[config.mk]
export PLATFORM = sky130hd
export DESIGN_NAME = qos_injector
export DESIGN_NICKNAME = d
export VERILOG_FILES = /design/src/rtl/qos_injector.sv
export SDC_FILE = /design/constraint.sdc
export NUM_CORES = 1
export LEC_CHECK = 0
export ABC_AREA = 0
export BUFFER_PORTS_ARGS = -buffer_cell sky130_fd_sc_hd__buf_2
export CORE_MARGIN = 5
export CORE_UTILIZATION = 50
export CTS_CLUSTER_SIZE = 10
export DETAILED_ROUTE_END_ITERATION = 8
export GPL_ROUTABILITY_DRIVEN = 0
export GPL_TIMING_DRIVEN = 0
export PLACE_DENSITY = 0.81
export REMOVE_ABC_BUFFERS = 1
export SYNTH_ARGS = -nofsm -noshare
export SYNTH_HDL_FRONTEND = slang
export SYNTH_SLANG_ARGS = --single-unit
[constraint.sdc]
create_clock -name clk -period 1.8 [get_ports clk]
set_input_delay 0.09 -clock clk [delete_from_list [all_inputs] [get_ports clk]]
set_output_delay 0.09 -clock clk [all_outputs]
set_load 0.05 [all_outputs]
[src/rtl/qos_injector.sv]
module qos_injector #(
  parameter int NDST    = 4,
  parameter int SRC_ID  = 1,
  parameter int SRC_W   = 2,
  parameter int FLIT_W  = 16,
  parameter int ROUTE_W = 8,
  parameter int NPAY    = 2
) (
  input  logic                     clk,
  input  logic                     rst_n,
  input  logic                     cfg_we,
  input  logic [2:0]               cfg_op,
  input  logic [$clog2(NDST)-1:0]  cfg_dst,
  input  logic [ROUTE_W-1:0]       cfg_data,
  input  logic                     req_valid,
  output logic                     req_ready,
  input  logic [$clog2(NDST)-1:0]  req_dst,
  input  logic [NPAY*FLIT_W-1:0]   req_payload,
  output logic                     out_valid,
  input  logic                     out_ready,
  output logic [FLIT_W-1:0]        out_flit,
  output logic                     out_last
);
  localparam int PRIO_W = 3;
  localparam int QOS_W  = PRIO_W + 1;
  localparam int OTH_W  = FLIT_W - SRC_W - QOS_W - ROUTE_W;
  localparam int CNT_W  = $clog2(NPAY + 1);
  localparam int PKT_W  = (NPAY + 1) * FLIT_W;

  localparam logic [2:0] OP_SETP  = 3'd0;
  localparam logic [2:0] OP_CLRP  = 3'd1;
  localparam logic [2:0] OP_CLRA  = 3'd2;
  localparam logic [2:0] OP_OPEN  = 3'd3;
  localparam logic [2:0] OP_CLOSE = 3'd4;
  localparam logic [2:0] OP_ROUTE = 3'd5;

  logic [PRIO_W-1:0]  prio_q  [NDST];
  logic [ROUTE_W-1:0] route_q [NDST];
  logic [NDST-1:0]    gt_q;

  logic               busy_q;
  logic [CNT_W-1:0]   idx_q;
  logic [PKT_W-1:0]   pkt_q;

  logic               accept, take;
  logic [QOS_W-1:0]   qos;
  logic [FLIT_W-1:0]  hdr;

  always_ff @(posedge clk or negedge rst_n) begin
    if (!rst_n) begin
      gt_q <= '0;
      for (int i = 0; i < NDST; i++) begin
        prio_q[i]  <= '0;
        route_q[i] <= '0;
      end
    end else if (cfg_we) begin
      case (cfg_op)
        OP_SETP:  prio_q[cfg_dst]  <= cfg_data[PRIO_W-1:0];
        OP_CLRP:  prio_q[cfg_dst]  <= '0;
        OP_CLRA:  for (int i = 0; i < NDST; i++) prio_q[i] <= '0;
        OP_OPEN:  gt_q[cfg_dst]    <= 1'b1;
        OP_CLOSE: gt_q[cfg_dst]    <= 1'b0;
        OP_ROUTE: route_q[cfg_dst] <= cfg_data;
        default:  ;
      endcase
    end
  end

  assign accept = req_valid && req_ready;
  assign take   = out_valid && out_ready;
  assign qos    = gt_q[req_dst] ? {1'b1, {PRIO_W{1'b0}}} : {1'b0, prio_q[req_dst]};
  assign hdr    = {OTH_W'(NPAY), SRC_W'(SRC_ID), qos, route_q[req_dst]};

  always_ff @(posedge clk or negedge rst_n) begin
    if (!rst_n) begin
      busy_q <= 1'b0;
      idx_q  <= '0;
      pkt_q  <= '0;
    end else if (accept) begin
      busy_q <= 1'b1;
      idx_q  <= '0;
      pkt_q  <= {req_payload, hdr};
    end else if (take) begin
      pkt_q <= pkt_q >> FLIT_W;
      if (idx_q == CNT_W'(NPAY)) busy_q <= 1'b0;
      else                       idx_q  <= idx_q + 1'b1;
    end
  end

  assign req_ready = !busy_q;
  assign out_valid = busy_q;
  assign out_flit  = pkt_q[FLIT_W-1:0];
  assign out_last  = busy_q && (idx_q == CNT_W'(NPAY));
endmodule


**After elaboration in Yosys (flattened, before gate mapping)**

Index checks and enable logic that the tools add are counted.

- Add/subtract/negate cells: 1
- Multiply operators: 0
- Divide/modulo/power cells: 0
- Order comparisons: 6
- Eq/ne operators: 7
- Shift operators: 0
- Multiplexer cells: 27
- Bitwise operators: 7
- Reduce and logical (&&, ||, !) cells: 16

Operator list:

| cell | number |
|---|---|
| two-way mux 48 bit | 2 |
| case mux 12 bit (3 select lines) | 1 |
| bitwise mux 32 bit | 1 |
| two-way mux 8 bit | 3 |
| binary-select mux 8 bit (select 2 bit) | 1 |
| demux 8 bit (select 2 bit) | 1 |
| bitwise AND 12 bit | 1 |
| bitwise mux 12 bit | 1 |
| inverter 12 bit | 1 |
| AND reduction 2 bit | 5 |
| two-way mux 3 bit | 3 |
| case mux 4 bit (2 select lines) | 1 |
| binary-select mux 3 bit (select 2 bit) | 1 |
| demux 3 bit (select 2 bit) | 1 |
| equality test 3 x 2 -> 1 bit, second input constant | 2 |
| equality test 3 bit, second input constant | 2 |
| greater-or-equal comparator 3 bit, second input constant | 2 |
| less-than comparator 2 x 3 -> 1 bit, second input constant | 2 |
| two-way mux 2 bit | 3 |
| inverter 2 -> 3 bit | 2 |
| nonzero test 2 bit | 3 |
| logical AND 1 bit | 5 |
| two-way mux 1 bit | 5 |
| bitwise AND 4 bit | 1 |
| 14 further kinds | 14 |

- Register bits after elaboration: 99
- Bits in latches: 0
- Bits in writable memories: 0
- Memory bits (read-only): 0
- Input bits: 52
- Output and inout bits: 19
- Logic and storage cells: 76
- Memories: 0

**Longest topological paths before layout**

- Depth after elaboration: 8
- Gate-level depth with buffers: 6
- Depth with buffers taken out: 4

**Least setup slack after synthesis**

No wires, ideal clock.

- Path kind: flip-flop to flip-flop
- Start: register busy_q, in the netlist out_valid
- End: register pkt_q[17]
- Setup time: 130 ps
- Data arrival time: 1529 ps
- Data required time: 1670 ps
- Path slack: 141 ps
- Cell stages (with the launch flop): 6
- Path buffers: 3
- Period minus slack after synthesis: 1659 ps
- Cells stage by stage: dfrtp_1 clkbuf_1 nand2_1 buf_1 buf_2 a31oi_1

- Cells in the longest elaborated chain, start to end: 3
- Elaborated cells on any way between the ends: 5
- Classes of those cells: 1 x mux; 4 x reduce/logical

RTL lines:

| what | RTL line | text |
|---|---|---|
| start, declared | 41 | `logic busy_q;` |
| start signal, assigned | 76 | `busy_q <= 1'b0;` |
| start signal, assigned | 80 | `busy_q <= 1'b1;` |
| start signal, assigned | 85 | `if (idx_q == CNT_W'(NPAY)) busy_q <= 1'b0;` |
| logical NOT 1 bit | 90 | `assign req_ready = !busy_q;` |
| logical AND 1 bit | 69 | `assign accept = req_valid && req_ready;` |
| two-way mux 48 bit / nonzero test 2 bit (equally long branches) | n/a |  |
| end signal, assigned | 82 | `pkt_q <= {req_payload, hdr};` |
| end signal, assigned | 84 | `pkt_q <= pkt_q >> FLIT_W;` |
| end, declared | 43 | `logic [PKT_W-1:0] pkt_q;` |

Parallel ways exist; a longest one is shown, timed or not.
A chain may end at the register's enable or synchronous reset.

**Worst setup path after layout**

- Start: register busy_q, in the netlist out_valid
- End: register pkt_q[11]

The elaborated chain is that of the path after synthesis.

==> flow_summary_export.csv <==
group,metric,value,unit
outcome,status,"completed",
sta,slew_violations,0,
power,pwr-share-seq,45.7,%
detailed_routing,top_layer,"met4",
global_route,antenna_found_initial,0,
layout,synthToLayoutAreaGrowth,20.4,%
sta,finalCritPeriodShare,88.8,%
placement,pre_cts_slack,-0.226,ns
detailed_routing,dr.pass1.iters,4,
sta,rsz0062_at_grt,"false",
detailed_routing,met3_length,486,um
worst_setup_path,critical-path-top-delay-family,"simple AND/OR/NAND/NOR gates",
die,initial_utilization,51.7,%
detailed_routing,wl_met1,4570,um
clocking,cts_sinks,99,
sta,fmax,626,MHz
hold_path,hp-class,"in2reg",
hold_path,min-delay-start,"cfg_data[0]",
worst_setup_path,crit_path_end_kind,"flip-flop",
worst_setup_path,slowest_delay,0.63,ns
power,p_leak,2.65,nW
worst_setup_path,endpoint,"pkt_q[11]",
worst_setup_path,path_cells,"and2_2 -> nand2_1 -> a31oi_1",
run,max_cap_viol_count,0,
power,clkPwrFrac,21.1,%
power,power_density,1260,nW/um^2
synth,synth.distinct_cells,34,
power,combPwrFrac,33.1,%
worst_setup_path,cp.depth,3,
worst_setup_path,start_kind,"flip-flop",
clocking,cts_buffers,9,
global_route,grt_pass1_vias,3499,
detailed_routing,finalWirelength,10100,um
sta,timing.setup.tns,0,ns
worst_setup_path,cp.required,2.08,ns
die,die-area,11100,um^2
detailed_routing,drc,0,
sta,period_needed,1.60,ns
global_route,groute.usage.overall,18.9,%
synth,synth_top_area_share,54.4,%
die,die_x,105,um
sta,final_hold_viol_count,0,
detailed_routing,vias_per_cell,5.58,
detailed_routing,drtAntennaViolNets,0,
synth,syn_inst,402,
synth,syn_area_per_cell,11.3,um^2
die,placementRows,34,
sta,setup_viol,0,
synth,yosys.area.top_type,"dfrtp_1",
placement,portBuffers,70,
worst_setup_path,critPathKind,"reg2reg",
clocking,cts_root_buf,"clkbuf_8",
synth,synth_warnings,0,
placement,hpwl,6430,um
worst_setup_path,r2r_cells,3,
power,irDropWorstVdd,0.552,mV
worst_setup_path,r2r-start,"out_valid",
detailed_routing,drtIter0Drc,182,
layout,nNetsFinal,537,
die,die_height,105,um
clocking,cts_tree,"yes",
detailed_routing,wl_per_cell,16.9,um
synth,ys_top_cells_by_area,"dfrtp_1 (54%), nand2_1 (7.5%), mux2_2 (5.9%)",
layout,diodes,0,
worst_setup_path,critPathBufInv,0,
worst_setup_path,worstPathMaxFanout,30,
power,swShare,37.7,%
worst_setup_path,slowest_stage,"and2_2",
global_route,overflow,0,
worst_setup_path,crit_arrival,1.87,ns
global_route,grt_max_degree,60,
synth,seq_area_frac_synth,54.4,%
detailed_routing,num_vias,3331,
layout,drive_gt1_share,29.0,%
power,power_switching,2.61,mW
worst_setup_path,rr_endpoint,"pkt_q[11]",
synth,synth-seq-cells,99,
sta,skew,0.00912,ns
die,pin_count,71,
clocking,cts_setup_buffers,0,
clocking,cts-htree-levels,3,
clocking,worstSkewPairLatency,0.36,ns
power,p_int,4.30,mW
die,coreArea,8810,um^2
worst_setup_path,crit_start,"out_valid",
sta,tightest_slew,0.608,ns
global_route,grt_first_pass_wirelength,16900,um
detailed_routing,wl_met2,4800,um
worst_setup_path,ff2ff_setup_slack,0.20,ns
sta,max_slew_margin,59.5,%
sta,setup_slack,0.201,ns
synth,netlist_area,4550,um^2
clocking,clockBufferDepth,2,
clocking,cts.reportedPaths.clkPinSlew,0.09,ns
-- cells by family (layout without fill, tap and decap cells) --
kind of cell / Yosys count / count (layout) / synth area share, %
xor gates and xnor gates: 1 / 1 / 0.192
adders and majority gates: 1 / 1 / 0.275
buffers and inverters: 42 / 129 / 5.14
muxes: 60 / 60 / 18.0
and+or+nand+nor: 133 / 133 / 13.0
AOI/OAI and AO/OA: 66 / 66 / 8.96
DFF: 99 / 99 / 54.4
-- how the worst min path moves through the flow --
| stage | to | slack [ns] | depth (start not counted) |
|---|---|---|---|
| CTS | route_q[16] | 0.01 | 2 |
| global route | route_q[24] | 0.02 | 2 |
| global placement | pkt_q[31] | 0.32 | 3 |
| finish | route_q[16] | 0.03 | 2 |
| floorplan | asynchronous set/reset pin | -0.21 | 0 |
| detailed placement | route_q[11] | 0.11 | 1 |
-- layout by cell type (no fill, tap or decap), types with 12 or more instances in the layout --
master / instances
buf_2: 69
dfrtp_1: 99
a21oi_1: 17
nor2_1: 14
dlygate4sd3_1: 38
nand2_1: 90
mux4_2: 12
a31oi_1: 13
mux2_2: 24
a22oi_1: 13
mux2i_1: 15
o21ai_0: 15
-- metal layers --
metal / up-vias / track usage [%]
met5: - / 0
met4: 0 / 7.22
met3: 20 / 3.79
met2: 93 / 30.1
met1: 1671 / 25.6
li1: 1547 / -
-- through the flow --
stage | std cells | power, mW | hold slack [ns] | instance area (um^2) | util [%]
5_1_grt | 597 | 7.31 | 0.0239 | 5480 | 62.2
3_5_place_dp | 543 | 5.42 | 0.105 | 4890 | 55.5
3_3_place_gp | 540 | 5.27 | 0.316 | 4810 | 54.6
2_1_floorplan | 362 | 4.71 | -0.206 | 4330 | -
6_report | 597 | 6.91 | 0.0267 | 5480 | 62.2
4_1_cts | 597 | 6.94 | 0.0142 | 5480 | 62.2
-- cell type report --
class,count,area (um^2)
fill,656,3320
sequential,99,2480
multi-input combinational,261,1860
timing repair buffer,111,796
tap,108,135
clock buffer,10,128
clock inverter,6,73.8
inverter,2,7.51
-- worst register-to-register path: stages, from the launching register on --
cell and delay [ns]:
dfrtp_1 0.57, and2_2 0.63, nand2_1 0.11, a31oi_1 0.21
-- power by group through the flow --
stage / Sequential, mW / Combinational, mW / Clock (mW)
after global routing: 3.23 / 2.48 / 1.59
after global placement: 3.15 / 2.13 / 0
final: 3.16 / 2.29 / 1.46
after floorplan: 3.67 / 1.05 / 0
after CTS: 3.15 / 2.30 / 1.49
after detailed placement: 3.19 / 2.23 / 0
-- registers in the layout (all words and copies together) (netlist names), named ones only --
name / flops
prio_q: 12
route_q: 32
idx_q: 2
pkt_q: 48
out_valid: 1
-- repair_timing --
| item | 4_1_cts | 5_1_grt |
|---|---|---|
| gates resized for setup | 3 | 1 |
| hold buffers | 38 | 0 |
| pin swaps | 0 | 0 |
| endpoints found under the hold margin | 92 | 0 |
| setup endpoints to repair | 25 | 1 |
-- Yosys cell counts (all sizes together) --
cell / instances
o21ai: 15
mux2: 32
xnor2: 1
nand4b: 1
mux2i: 16
nand4bb: 1
nand2b: 3
nor2b: 4
nand4: 1
nand3: 5
nor2: 17
and2: 2
and3: 1
clkbuf: 14
or3: 3
or3b: 1
nand3b: 3
mux4: 12
inv: 2
nand2: 91
a22o: 7
a21oi: 17
a22oi: 13
ha: 1
dfrtp: 99
a31oi: 13
o31ai: 1
buf: 26
No activity file was read; power rests on OpenSTA's default activity.
